$ cat config.mk
export PLATFORM = sky130hd
export DESIGN_NAME = pxb_crossbar
export DESIGN_NICKNAME = d
export VERILOG_FILES = /design/src/rtl/pxb_pkg.sv /design/src/rtl/pxb_regs.sv /design/src/rtl/pxb_in_route.sv /design/src/rtl/pxb_out_route.sv /design/src/rtl/pxb_crossbar.sv
export SDC_FILE = /design/constraint.sdc
export NUM_CORES = 1
export LEC_CHECK = 0
export BUFFER_PORTS_ARGS = -buffer_cell sky130_fd_sc_hd__buf_2
export CAP_MARGIN = 20
export CORE_MARGIN = 5
export CORE_UTILIZATION = 49
export CTS_CLUSTER_DIAMETER = 100
export DETAILED_ROUTE_END_ITERATION = 10
export PLACE_DENSITY = 0.85
export SLEW_MARGIN = 20
export SYNTH_ARGS = -nofsm -noshare
export SYNTH_HDL_FRONTEND = slang
export SYNTH_HIERARCHICAL = 1
export SYNTH_SLANG_ARGS = --single-unit
$ cat constraint.sdc
create_clock -name clk -period 1.4 [get_ports clk]
set_input_delay 0.14 -clock clk [delete_from_list [all_inputs] [get_ports clk]]
set_output_delay 0.14 -clock clk [all_outputs]
set_load 0.005 [all_outputs]
$ cat src/rtl/pxb_pkg.sv
// Package for the pin crossbar: select-field type, register address layout.
// Assumes a 6-bit register address whose upper two bits pick a region.
package pxb_pkg;
    localparam int SEL_W  = 4;
    localparam int ADDR_W = 6;
    localparam int IDX_W  = 4;

    typedef logic [SEL_W-1:0] sel_t;

    typedef enum logic [1:0] {
        RGN_CTRL   = 2'b00,
        RGN_INMAP  = 2'b01,
        RGN_OUTMAP = 2'b10,
        RGN_NONE   = 2'b11
    } region_e;
endpackage

$ cat src/rtl/pxb_regs.sv
// Register file of the crossbar: input selects, output selects, lock and one-way flag.
// Assumes one_way_cfg is stable while rst_n is low; writes land on the rising edge.
module pxb_regs
    import pxb_pkg::*;
#(
    parameter int NUM_IN   = 8,
    parameter int NUM_PINS = 8,
    parameter int DATA_W   = 32
) (
    input  logic                 clk,
    input  logic                 rst_n,
    input  logic                 one_way_cfg,
    input  logic                 reg_we,
    input  logic [ADDR_W-1:0]    reg_addr,
    input  logic [DATA_W-1:0]    reg_wdata,
    output logic [DATA_W-1:0]    reg_rdata,
    output sel_t [NUM_IN-1:0]    in_sel,
    output sel_t [NUM_PINS-1:0]  out_sel,
    output logic                 lock,
    output logic                 one_way
);
    region_e          region;
    logic [IDX_W-1:0] idx;
    logic             ctrl_hit;
    logic             map_we;

    // Split the address into region and index
    always_comb begin
        region   = region_e'(reg_addr[ADDR_W-1:IDX_W]);
        idx      = reg_addr[IDX_W-1:0];
        ctrl_hit = (region == RGN_CTRL) && (idx == '0);
        map_we   = reg_we && !lock;
    end

    // Lock bit and one-way option; the option is captured during reset
    always_ff @(posedge clk) begin
        if (!rst_n) begin
            lock    <= 1'b0;
            one_way <= one_way_cfg;
        end else if (reg_we && ctrl_hit) begin
            if (!(lock && one_way)) begin
                lock <= reg_wdata[0];
            end
        end
    end

    // One select register per peripheral input
    for (genvar gi = 0; gi < NUM_IN; gi++) begin : g_in
        always_ff @(posedge clk) begin
            if (!rst_n) begin
                in_sel[gi] <= '0;
            end else if (map_we && region == RGN_INMAP && idx == IDX_W'(gi)) begin
                in_sel[gi] <= reg_wdata[SEL_W-1:0];
            end
        end
    end

    // One select register per remappable pin
    for (genvar gp = 0; gp < NUM_PINS; gp++) begin : g_out
        always_ff @(posedge clk) begin
            if (!rst_n) begin
                out_sel[gp] <= '0;
            end else if (map_we && region == RGN_OUTMAP && idx == IDX_W'(gp)) begin
                out_sel[gp] <= reg_wdata[SEL_W-1:0];
            end
        end
    end

    // Read mux; fields are zero-extended, unused addresses read zero
    always_comb begin
        reg_rdata = '0;
        unique case (region)
            RGN_CTRL: begin
                if (ctrl_hit) begin
                    reg_rdata[0] = lock;
                    reg_rdata[1] = one_way;
                end
            end
            RGN_INMAP: begin
                for (int k = 0; k < NUM_IN; k++) begin
                    if (idx == IDX_W'(k)) reg_rdata[SEL_W-1:0] = in_sel[k];
                end
            end
            RGN_OUTMAP: begin
                for (int k = 0; k < NUM_PINS; k++) begin
                    if (idx == IDX_W'(k)) reg_rdata[SEL_W-1:0] = out_sel[k];
                end
            end
            default: reg_rdata = '0;
        endcase
    end
endmodule

$ cat src/rtl/pxb_in_route.sv
// Input side: for each peripheral input, pick one pin by its select code.
// Assumes codes at or above NUM_PINS are reserved and yield a constant 0.
module pxb_in_route
    import pxb_pkg::*;
#(
    parameter int NUM_IN   = 8,
    parameter int NUM_PINS = 8
) (
    input  sel_t [NUM_IN-1:0]   in_sel,
    input  logic [NUM_PINS-1:0] pin_in,
    output logic [NUM_IN-1:0]   periph_in
);
    for (genvar gi = 0; gi < NUM_IN; gi++) begin : g_mux
        // Compare the select against every pin number; no match gives 0
        always_comb begin
            periph_in[gi] = 1'b0;
            for (int k = 0; k < NUM_PINS; k++) begin
                if (in_sel[gi] == SEL_W'(k)) periph_in[gi] = pin_in[k];
            end
        end
    end
endmodule

$ cat src/rtl/pxb_out_route.sv
// Output side: for each pin, choose GPIO or one peripheral output and its enable.
// Assumes code 0 and codes above NUM_OUT mean "no connection"; analog always wins.
module pxb_out_route
    import pxb_pkg::*;
#(
    parameter int NUM_PINS = 8,
    parameter int NUM_OUT  = 7
) (
    input  sel_t [NUM_PINS-1:0] out_sel,
    input  logic [NUM_PINS-1:0] gpio_lat,
    input  logic [NUM_PINS-1:0] gpio_oe,
    input  logic [NUM_PINS-1:0] analog_sel,
    input  logic [NUM_OUT-1:0]  periph_out,
    input  logic [NUM_OUT-1:0]  periph_oe,
    output logic [NUM_PINS-1:0] pin_out,
    output logic [NUM_PINS-1:0] pin_oe,
    output logic [NUM_PINS-1:0] pin_remapped
);
    for (genvar gp = 0; gp < NUM_PINS; gp++) begin : g_pin
        logic hit;
        logic src_d;
        logic src_oe;

        // Find the peripheral whose code (index + 1) matches the select
        always_comb begin
            hit    = 1'b0;
            src_d  = 1'b0;
            src_oe = 1'b0;
            for (int k = 0; k < NUM_OUT; k++) begin
                if (out_sel[gp] == SEL_W'(k + 1)) begin
                    hit    = 1'b1;
                    src_d  = periph_out[k];
                    src_oe = periph_oe[k];
                end
            end
        end

        // Priority: analog, then crossbar peripheral, then GPIO
        always_comb begin
            if (analog_sel[gp]) begin
                pin_out[gp]      = 1'b0;
                pin_oe[gp]       = 1'b0;
                pin_remapped[gp] = 1'b0;
            end else if (hit) begin
                pin_out[gp]      = src_d;
                pin_oe[gp]       = src_oe;
                pin_remapped[gp] = 1'b1;
            end else begin
                pin_out[gp]      = gpio_lat[gp];
                pin_oe[gp]       = gpio_oe[gp];
                pin_remapped[gp] = 1'b0;
            end
        end
    end
endmodule

$ cat src/rtl/pxb_crossbar.sv
// Top of the lockable pin crossbar: registers plus input and output routing.
// Assumes a single clock; routing outputs are combinational from the select registers.
module pxb_crossbar
    import pxb_pkg::*;
#(
    parameter int NUM_IN   = 8,
    parameter int NUM_PINS = 8,
    parameter int NUM_OUT  = 7,
    parameter int DATA_W   = 32
) (
    input  logic                clk,
    input  logic                rst_n,
    input  logic                one_way_cfg,
    input  logic                reg_we,
    input  logic [5:0]          reg_addr,
    input  logic [DATA_W-1:0]   reg_wdata,
    output logic [DATA_W-1:0]   reg_rdata,
    input  logic [NUM_PINS-1:0] pin_in,
    input  logic [NUM_PINS-1:0] gpio_lat,
    input  logic [NUM_PINS-1:0] gpio_oe,
    input  logic [NUM_PINS-1:0] analog_sel,
    input  logic [NUM_OUT-1:0]  periph_out,
    input  logic [NUM_OUT-1:0]  periph_oe,
    output logic [NUM_IN-1:0]   periph_in,
    output logic [NUM_PINS-1:0] pin_out,
    output logic [NUM_PINS-1:0] pin_oe,
    output logic [NUM_PINS-1:0] pin_remapped
);
    sel_t [NUM_IN-1:0]   in_sel;
    sel_t [NUM_PINS-1:0] out_sel;
    logic                lock;
    logic                one_way;

    pxb_regs #(.NUM_IN(NUM_IN), .NUM_PINS(NUM_PINS), .DATA_W(DATA_W)) u_regs (
        .clk(clk), .rst_n(rst_n), .one_way_cfg(one_way_cfg),
        .reg_we(reg_we), .reg_addr(reg_addr), .reg_wdata(reg_wdata),
        .reg_rdata(reg_rdata), .in_sel(in_sel), .out_sel(out_sel),
        .lock(lock), .one_way(one_way)
    );

    pxb_in_route #(.NUM_IN(NUM_IN), .NUM_PINS(NUM_PINS)) u_in (
        .in_sel(in_sel), .pin_in(pin_in), .periph_in(periph_in)
    );

    pxb_out_route #(.NUM_PINS(NUM_PINS), .NUM_OUT(NUM_OUT)) u_out (
        .out_sel(out_sel), .gpio_lat(gpio_lat), .gpio_oe(gpio_oe),
        .analog_sel(analog_sel), .periph_out(periph_out), .periph_oe(periph_oe),
        .pin_out(pin_out), .pin_oe(pin_oe), .pin_remapped(pin_remapped)
    );
endmodule

==> results of run 1 <==
[stage by stage]
stage,hold slack (ns),instance area (µm²),setup TNS [ns],power (mW)
global placement,0.318,6880,-7.10,2.75
detailed placement,0.328,6880,-9.56,2.77
finish,0.108,7780,-9.69,4.84
CTS,0.109,7490,-8.93,4.78
global route,0.123,7780,-12.09,4.98
floorplan,0.239,5830,0,2.42
[placed cells by master (no fill, tap or decap), drive strengths merged, types with 8 or more instances in the layout]
| cell type | Yosys | routed |
|---|---|---|
| conb | 1 | 28 |
| o21ai | 41 | 41 |
| nand3 | 20 | 20 |
| mux2i | 88 | 88 |
| a21o | 14 | 14 |
| dfxtp | 65 | 65 |
| clkbuf | 16 | 13 |
| nor2b | 10 | 10 |
| buf | 68 | 227 |
| a21oi | 49 | 49 |
| nor3 | 20 | 20 |
| nand2 | 51 | 51 |
| nor2 | 93 | 93 |
| a311oi | 9 | 9 |
| nor3b | 9 | 9 |
| nand2b | 13 | 13 |
| inv | 27 | 26 |
| a211oi | 8 | 8 |
| o221ai | 8 | 8 |
| mux4 | 12 | 12 |
| a31oi | 8 | 8 |
| o211ai | 8 | 8 |
[where the power goes]
| group | total (mW) | switching (mW) | internal (mW) |
|---|---|---|---|
| clock network | 2.04 | 0.805 | 1.24 |
| logic | 0.928 | 0.527 | 0.401 |
| registers | 1.87 | 0.0133 | 1.86 |
[final cells by class]
class,instances,area (µm²),area share
clock buffer,13,250,0.0322
timing repair buffer,228,1580,0.203
clock inverter,3,15.0,0.00193
multi-input combinational,564,4220,0.542
tap,143,179,0.0230
sequential,66,1440,0.185
inverter,27,101,0.0130
[worst min-delay path: stages]
cell	delay, ns
buf_2	0.12
nand3_1	0.08
a21oi_1	0.06
[path summary, 6_finish.rpt]
kind | from | end | slack [ns] | cells after the start
max reg2reg | u_regs/lock$_SDFFE_PN0P_ | u_regs/out_sel[16]$_SDFFE_PN0P_ | -0.04 | 5
min reg2reg | u_regs/lock$_SDFFE_PN0P_ | u_regs/lock$_SDFFE_PN0P_ | 0.49 | 2
max | u_regs/out_sel[26]$_SDFFE_PN0P_ | reg_rdata[2] | -0.49 | 5
min | reg_we | u_regs/lock$_SDFFE_PN0P_ | 0.11 | 3
[cell usage after synthesis, types with 5 or more instances]
library cell,instances,share of area
a22oi_1,6,0.0079
inv_1,27,0.018
dfxtp_1,65,0.23
a21oi_1,47,0.041
o221a_2,6,0.012
nor2b_1,10,0.011
buf_6,8,0.016
a311oi_1,9,0.014
a21o_1,14,0.018
mux4_1,8,0.037
clkbuf_1,14,0.0092
a31oi_1,8,0.0087
o21ai_0,37,0.032
nand3b_1,5,0.0066
mux2i_1,88,0.15
nand2_1,51,0.033
buf_4,34,0.045
o221ai_1,8,0.012
buf_2,25,0.022
nor2_1,90,0.059
nor3b_1,7,0.0092
a211oi_1,7,0.0092
nand2b_1,11,0.012
nand3_1,20,0.017
nor3_1,20,0.017
nand4_1,5,0.0055
[timing repair]
| item | in CTS | in global routing |
|---|---|---|
| gates cloned | 1 | 0 |
| hold buffers | 1 | 0 |
| buffers inserted | 7 | 5 |
| gates resized for setup | 124 | 63 |
| pin swaps | 45 | 29 |
| hold endpoints to repair | 1 | 0 |
| endpoints found under the setup margin | 47 | 65 |
[registers in the layout (all words and copies together) (netlist names)]
signal / flops
u_regs/in_sel: 32
u_regs/lock: 1
u_regs/one_way: 1
u_regs/out_sel: 32
[cells by family after synthesis]
group / count (synthesis)
flip-flops: 66
other: 1
AND/OR/NAND/NOR: 249
multiplexers: 106
adder cells (fa/ha/maj): 4
AO/OA/AOI/OAI: 177
buffers and inverters: 111
[per-layer routing]
layer | vias to the layer above | wire [µm]
met5 | - | 0
met4 | 0 | 661
met3 | 86 | 1940
met2 | 485 | 9950
met1 | 3044 | 7690
li1 | 2912 | -
==> results.md, run 1 <==
* Fin cells at about 1,000
* Largest net degree at the start of global routing at 33
* CP top delay family: compound AO/OA/AOI/OAI gates
* Met3 Usage GRT at 0.0533
* Area grow syn2layout at 35.9%
* Number of synthesized flops with an enable pin at 1
* DR DRC count at 0
* XOR/XNOR share of the synthesized area at 0
* Max Clock Skew at approximately 0.0033 ns
* Vias in the first global route at 6,313
* Final wirelength at 20.2 mm
* Asr flop ratio synth at 0
* Synthesized instance count at between 700 and 800
* CP Max Fanout at 3
* CTS Root Cell: clkbuf_16
* Synth Area in Adders at 0.00874
* Most Used Layer, Global Route: met2
* Max incr delay on CP at ~0.33 ns
* Synth warn at 6
* Worst setup margin at -0.492 ns
* Final core occ at 0.681
* Leak at between 3 and 4 nW
* Failing checks: setup timing
* Finish-stage setup viols at 38
* Routability Congestion at between 0.9 and 1
* Fmax at around 530 MHz
* Yosys cell types at 64
* VDD IR max at a little under 0.6 mV
* Max Root-Sink Buffers at 2
* Count of state elements after synthesis at 66
* CP Launch Type: register
* Gr usage total at 0.269
* Synth Area in Simple Gates at 0.217
* Clk pin slew, worst setup/hold paths at roughly 0.050 ns
* Initial Utilization at 0.501
* Initial antenna violation count at 0
* Met2 Resource Use GR at 0.461
* CTS tree: yes
* Die Y-Extent at 118 µm
* Die width at between 100 and 150 µm
* Drt initial violations at ~830
* Die area at 0.0139 mm²
* Drt pass-1 iters at 5
* Fraction of synthesized area in multiplexers at 0.219
* Syn avg cell area at 8.02 µm²
* Register area share after synthesis at 0.233
* Pins Over Slew Limit at 0
* Via/cell ratio at around 6.3
* Final ANT Viol Nets at 0
* DP HPWL at ~13 mm
* Max cap viols at 0
* CP Class: register to output pin
* CP cell instances: mux2_2 > o211ai_1 > o22ai_1 > a211o_1 > buf_2
* H-tree depth at 3
* Final period util at 1.35
* CTS sink cnt at between 60 and 70
* Type of the most critical hold path: input pin to register
* Fill count at between 800 and 900
* WL per Instance at between 15 and 20 µm
* Pwr per Cell Area at 622 mW/mm²
* Main flop type after synthesis: dfxtp_1
* TritonCTS Buffers at 9
* Routed via count at between 6,000 and 7,000
* Layout cell share with drive strength beyond 1 at 0.432
* RSZ-0062 raised after global routing: true
* CP Data Required Time at about 1.3 ns
* Largest family of logic cells by synthesized area: multiplexers
* GR Overflow Total at 0
* Final hold viol count at 0
* Grt met1 use at 0.326
* Synth Area in Compound Gates at 0.206
* Mapped Area at 0.00573 mm²
* Status: finished, violations left
* DP Worst Slack at -0.255 ns
* Clock Latency Late Sink at 0.33 ns
* Number of core rows at 39
* Io pins at 152
* Placed Instances at 1,015
* Worst Path Arrival at 1.75 ns
* Post-layout min period at roughly 1.9 ns
* Number of port buffers at 95
* Antenna diode count at 0
* Worst setup EP type: output pin
* First-pass GRT wire length at 31.4 mm
* Core area at 0.0114 mm²
* Nets at roughly 990
* Worst path slowest cell: dfxtp_2
* Buf+Inv Stages, Crit Path at 1
Power figures use the tool's default switching activity.
==> inputs of run 2 (changes only) <==
- CORE_UTILIZATION: 49 -> 54
- PLACE_DENSITY: 0.85 -> 0.89
- clock period: 1.4 -> 2 ns (I/O delays scaled with it)
==> run 2 against run 1 <==
- the flow still finishes with violations (setup timing)
- routed wire length is 15% lower
- die area is 8.5% lower
- clock-buffer cell count is 4 lower
- sequential power is 29% lower
- total power is 38% lower
- largest power group is now registers
- sequential share of layout area is 2.9 points higher
- critical path depth stayed put
- combinational power is 44% lower
- final area is 17% lower
- worst hold slack worse by 0.093 ns
- non-clock buffer count is 104 lower
==> results.md, run 2 (synthesized netlist as in run 1, its figures left out) <==
* CP Launch Point: u_regs/out_sel[26]$_SDFFE_PN0P_
* CP Capture Point: reg_rdata[2]
* WL per Instance at between 15 and 20 µm
* Worst slew pin tran at approximately 0.69 ns
* TritonCTS Buffers at 9
* GR Overflow Total at 0
* Die width at ~110 µm
* Final Cell Area at 0.00644 mm²
* Reg2reg end: u_regs/in_sel[17]$_SDFFE_PN0P_
* Finish-stage setup viols at 2
* Nets at between 800 and 900
* Layout cell share with drive strength beyond 1 at 0.258
* First-pass GRT wire length at 26.6 mm
* Worst setup margin at -0.0772 ns
* VDD IR max at about 0.47 mV
* CTS sink cnt at 66
* CP Data Required Time at between 1.5 and 2 ns
* Routability Congestion at around 0.9
* H-tree depth at 3
* Most frequent cells in the layout: buf_2 (94), nor2_1 (90), mux2i_1 (88)
* Max cap viols at 0
* Worst setup EP type: output pin
* Worst Path Arrival at approximately 1.9 ns
* Die area at ~0.013 mm²
* DP HPWL at roughly 12 mm
* Drt pass-1 iters at 5
* Max Clock Skew at 0.00981 ns
* Type of the most critical hold path: input pin to register
* FF-to-FF setup slack at approximately 0.53 ns
* Die Y-Extent at 113 µm
* Comb pwr share at 0.172
* CP Max Fanout at 8
* Area grow syn2layout at 12.5%
* Initial antenna violation count at 0
* Io pins at about 150
* Clock Latency Late Sink at 0.37 ns
* DP Worst Slack at around 0.015 ns
* DR DRC count at 0
* Failing checks: setup timing
* Number of core rows at 37
* CTS Root Cell: clkbuf_8
* Routed via count at slightly below 6,000
* Gr usage total at 0.250
* CP Launch Type: register
* Dpl cell area at 0.00613 mm²
* Vias in the first global route at 5,370
* R2r worst-path depth at 5
* Flop pwr share at 0.443
* Max Root-Sink Buffers at 2
* Max incr delay on CP at approximately 0.37 ns
* Max-slew headroom at 0.542
* Pins Over Slew Limit at 0
* Final wirelength at 17.1 mm
* Drt initial violations at 705
* Setup_tns at -0.0934 ns
* Placed Instances at approximately 920
* Largest regs: u_regs/in_sel: 32 flops, u_regs/out_sel: 32 flops
* CP Class: register to output pin
* Number of port buffers at 95
* Reg-to-Reg Start: u_regs/lock$_SDFFE_PN0P_
* Via/cell ratio at a little over 6
* Sw frac at 0.299
* Status: finished, violations left
* P_sw at 0.898 mW
* Initial Utilization at 0.555
* Hold_ws at approximately 0.015 ns
* Commonest non-fill, non-tap cell in the layout: buf_2
* Post-layout min period at just over 2 ns
* CTS tree: yes
* Clk pwr share at 0.385
* Fill count at 929
* Multi-input gate area at 0.00388 mm²
* Fmax at between 400 and 500 MHz
* Int Power at 2.11 mW
* Final hold viol count at 0
* Clk pin slew, worst setup/hold paths at ~0.070 ns
* Leak at between 2 and 3 nW
* CP cell instances: mux2_2 > o211ai_1 > o22ai_1 > a211o_1 > buf_2
* Final period util at 1.04
* Final ANT Viol Nets at 0
* RSZ-0062 raised after global routing: true
* Worst path slowest cell: dfxtp_2
* Antenna diode count at 0
* FF+latch area at between 0.001 and 0.0015 mm²
* Core area at between 0.01 and 0.015 mm²
* Fin cells at between 900 and 1,000
* Pwr per Cell Area at roughly 470 mW/mm²
* Largest net degree at the start of global routing at between 60 and 70
run 2: changes by cell type in the layout (fill, tap and decap cells not counted), moves of 6 or more:
cell / before / now
nor2_1: 84 / 90
o21ai_1: 17 / 4
buf_6: 14 / 1
dfxtp_4: 21 / 4
buf_4: 115 / 28
dfxtp_1: 23 / 40
o21ai_0: 23 / 37
nand2_1: 45 / 51
mux4_1: 0 / 8
clkbuf_16: 9 / 0
mux4_2: 12 / 4
clkbuf_8: 1 / 9
run 2: per-layer routing:
metal  part of all wire  up-vias  track usage  routed length, µm
met1               0.41     2697        0.335               7090
li1                   -     2706            -                  -
met4              0.022        0       0.0978                379
met5                  0        -            0                  0
met2               0.46      360        0.408               7890
met3               0.10       48       0.0364               1790
run 2: worst max-delay path, delay by kind of cell, from the launching register on:
family | cells | cell delay, ns
DFF | 1 | 0.37
AOI/OAI and AO/OA | 3 | 0.71
buffers and inverters | 1 | 0.15
muxes | 1 | 0.29
run 2: power groups by stage:
stage               sequential (mW)  combinational [mW]  clock (mW)
CTS                            1.33               0.503        1.16
global placement               1.36               0.485           0
finish                         1.33               0.518        1.16
detailed placement             1.37               0.497           0
global route                   1.33               0.557        1.23
floorplan                      1.36               0.334           0
run 2: repair_timing:
action / in CTS / in global routing
setup buffers: 2 / 0
endpoints found under the setup margin: 15 / 17
hold buffers: 0 / 0
pin swaps: 4 / 4
resized for setup: 20 / 21
run 2: layout make-up:
| cell class | instances | area share |
|---|---|---|
| sequential | 66 | 0.213 |
| multi-input combinational | 564 | 0.603 |
| inverter | 27 | 0.0157 |
| timing repair buffer | 124 | 0.111 |
| tap | 136 | 0.0264 |
| clock buffer | 9 | 0.0192 |
| clock inverter | 7 | 0.0120 |
run 2: worst min-delay path by stage:
stage | start | endpoint | slack [ns] | cells past startpoint
after floorplan | one_way_cfg | u_regs/one_way$_DFFE_PN_ | 0.30 | 0
after global placement | one_way_cfg | u_regs/one_way$_DFFE_PN_ | 0.38 | 1
after detailed placement | one_way_cfg | u_regs/one_way$_DFFE_PN_ | 0.38 | 1
after CTS | one_way_cfg | u_regs/one_way$_DFFE_PN_ | 0.01 | 1
after global routing | one_way_cfg | u_regs/one_way$_DFFE_PN_ | 0.02 | 1
final | one_way_cfg | u_regs/one_way$_DFFE_PN_ | 0.02 | 1
run 2: stage by stage:
| stage | power (mW) | utilization |
|---|---|---|
| floorplan | 1.69 | - |
| global placement | 1.85 | 0.594 |
| detailed placement | 1.86 | 0.594 |
| CTS | 2.99 | 0.618 |
| global route | 3.12 | 0.624 |
| finish | 3.00 | 0.624 |
==> inputs of run 3 (changes only) <==
- BUFFER_PORTS_ARGS: -buffer_cell sky130_fd_sc_hd__buf_2 -> default
- CORE_UTILIZATION: 54 -> 65
- DONT_BUFFER_PORTS: default -> 1
- PLACE_DENSITY: 0.89 -> 0.88
==> run 3 against run 2 <==
- largest cell class unchanged
- critical endpoint is now reg_rdata[3]
- first-iteration DRC count is 5.0% lower
- global-route usage is 4.7 points higher
- sequential power hardly changed
- critical path type unchanged
- core utilization is 4.8 points higher
- sequential cell count stayed put
- combinational power is 39% lower
- the flow now finishes without violations
- maximum frequency is 7.6% higher
- via count is 4.8% lower
- routed wire length is 0.56% higher
- final area is 9.9% lower
- clock power is 9% lower
==> results.md, run 3 (synthesized netlist as in run 1, its figures left out) <==
* Die width at between 100 and 150 µm
* DP HPWL at around 11 mm
* Routability Congestion at approximately 0.96
* Finish-stage setup viols at 0
* Die area at around 0.011 mm²
* CP Data Required Time at 1.80 ns
* Buf+Inv Stages, Crit Path at 0
* Die Y-Extent at 104 µm
* Initial antenna violation count at 0
* CP Launch Type: register
* Number of port buffers at 0
* Clock Latency Late Sink at about 0.35 ns
* Flop pwr share at 0.493
* Clk pwr share at 0.390
* Most Used Layer, Global Route: met2
* Leak at approximately 2.2 nW
* Pins Over Slew Limit at 0
* CTS Root Cell: clkbuf_8
* CP cell instances: mux2_2 > o211ai_1 > o22ai_1 > a211o_1
* Area grow syn2layout at 1.33%
* FF-to-FF setup slack at between 0.4 and 0.5 ns
* Drt initial violations at 670
* Antenna diode count at 0
* Int Power at about 2.0 mW
* Core area at around 0.0086 mm²
* Max incr delay on CP at 0.37 ns
* CP Max Fanout at 7
* Comb pwr share at 0.117
* Fmax at 518 MHz
* Largest regs: u_regs/in_sel: 32 flops, u_regs/out_sel: 32 flops
* CTS sink cnt at 66
* Nets at slightly below 800
* Clk pin slew, worst setup/hold paths at approximately 0.07 ns
* Fin cells at approximately 800
* Commonest non-fill, non-tap cell in the layout: nor2_1
* Sw frac at 0.258
* Post-CTS Setup Inserts at 0
* DR DRC count at 0
* Drt pass-1 iters at 6
* Final ANT Viol Nets at 0
* Grt met1 use at 0.352
* Post-layout min period at around 1.9 ns
* Pwr per Cell Area at around 470 mW/mm²
* Number of core rows at 34
* Gr usage total at 0.297
* Final hold viol count at 0
* Max cap viols at 0
* Final core occ at 0.672
* Largest net degree at the start of global routing at 67
* Routed via count at approximately 5,500
* Worst Path Arrival at about 1.7 ns
* H-tree depth at 3
* Via/cell ratio at 6.94
* Initial Utilization at 0.663
* CTS tree: yes
* Max Clock Skew at about 0.0056 ns
* First-pass GRT wire length at 26.8 mm
* Status: complete, no violations
* Type of the most critical hold path: input pin to register
* Most frequent cells in the layout: nor2_1 (90), mux2i_1 (88), nand2_1 (51)
* P_sw at between 0.6 and 0.7 mW
* Max-slew headroom at 0.548
* Max Root-Sink Buffers at 2
* Final period util at 0.965
* GR Overflow Total at 0
* Met3 Usage GRT at 0.0981
* CP top delay family: compound AO/OA/AOI/OAI gates
* VDD IR max at between 0.5 and 0.6 mV
* Worst slew pin tran at just under 0.7 ns
* Worst setup EP type: output pin
* Vias in the first global route at around 5,200
* Worst path slowest cell: dfxtp_2
* Met2 Resource Use GR at 0.497
* TritonCTS Buffers at 9
* CP Class: register to output pin
* Final wirelength at roughly 17 mm
* Layout cell share with drive strength beyond 1 at 0.116
* Placed Instances at ~770
* WL per Instance at between 20 and 25 µm
* Io pins at 152
[run 3: repair_timing]
item | in CTS | in global routing
hold endpoints to repair | 39 | 0
cloned | 0 | 0
hold buffers | 8 | 0
gates resized for setup | 4 | 24
setup endpoints to repair | 4 | 15
pin swaps | 0 | 5
[run 3: area by class of cell]
class	instances	area [µm²]
Multi-Input combinational cell	564	3880
Fill cell	718	2830
Sequential cell	66	1360
Clock buffer	13	170
Timing Repair Buffer	17	148
Tap cell	108	135
Inverter	27	101
Clock inverter	2	10.0
[run 3: worst register-to-register path, stage by stage (launching register included)]
cell and delay [ns]:
dfxtp_1 0.33, and3b_1 0.25, nor2b_1 0.49, mux2i_1 0.27, nor2_1 0.06
[run 3: metrics by stage]
| step | hold slack [ns] | worst slack (ns) | setup TNS [ns] | cell area (µm²) | total power, mW |
|---|---|---|---|---|---|
| 5_1_grt | 0.0116 | -0.0124 | -0.0124 | 5800 | 2.80 |
| 4_1_cts | 0.000217 | 0.0104 | 0 | 5740 | 2.70 |
| 3_3_place_gp | 0.299 | 0.389 | 0 | 5470 | 1.62 |
| 3_5_place_dp | 0.299 | 0.361 | 0 | 5470 | 1.63 |
| 2_1_floorplan | 0.299 | 0.505 | 0 | 5830 | 1.69 |
| 6_report | 0.00656 | 0.0702 | 0 | 5800 | 2.71 |
[run 3: per-layer routing]
layer	share of wire	vias up
met5	0	-
met4	0.036	0
met3	0.13	58
met2	0.47	377
met1	0.37	2610
li1	-	2488
[run 3: final timing paths]
kind / startpoint / endpoint / depth (start not counted)
worst min register to register: u_regs/in_sel[11]$_SDFFE_PN0P_ / u_regs/in_sel[11]$_SDFFE_PN0P_ / 2
worst min-delay path: reg_wdata[0] / u_regs/out_sel[28]$_SDFFE_PN0P_ / 2
worst max register to register: u_regs/lock$_SDFFE_PN0P_ / u_regs/in_sel[30]$_SDFFE_PN0P_ / 4
worst max-delay path: u_regs/out_sel[27]$_SDFFE_PN0P_ / reg_rdata[3] / 4
[run 3: power groups by stage]
stage          Combinational (mW)  Sequential, mW  Clock (mW)
2_1_floorplan               0.334            1.36           0
3_3_place_gp                0.260            1.36           0
3_5_place_dp                0.269            1.37           0
4_1_cts                     0.304            1.34        1.06
5_1_grt                     0.340            1.33        1.13
6_report                    0.317            1.33        1.06
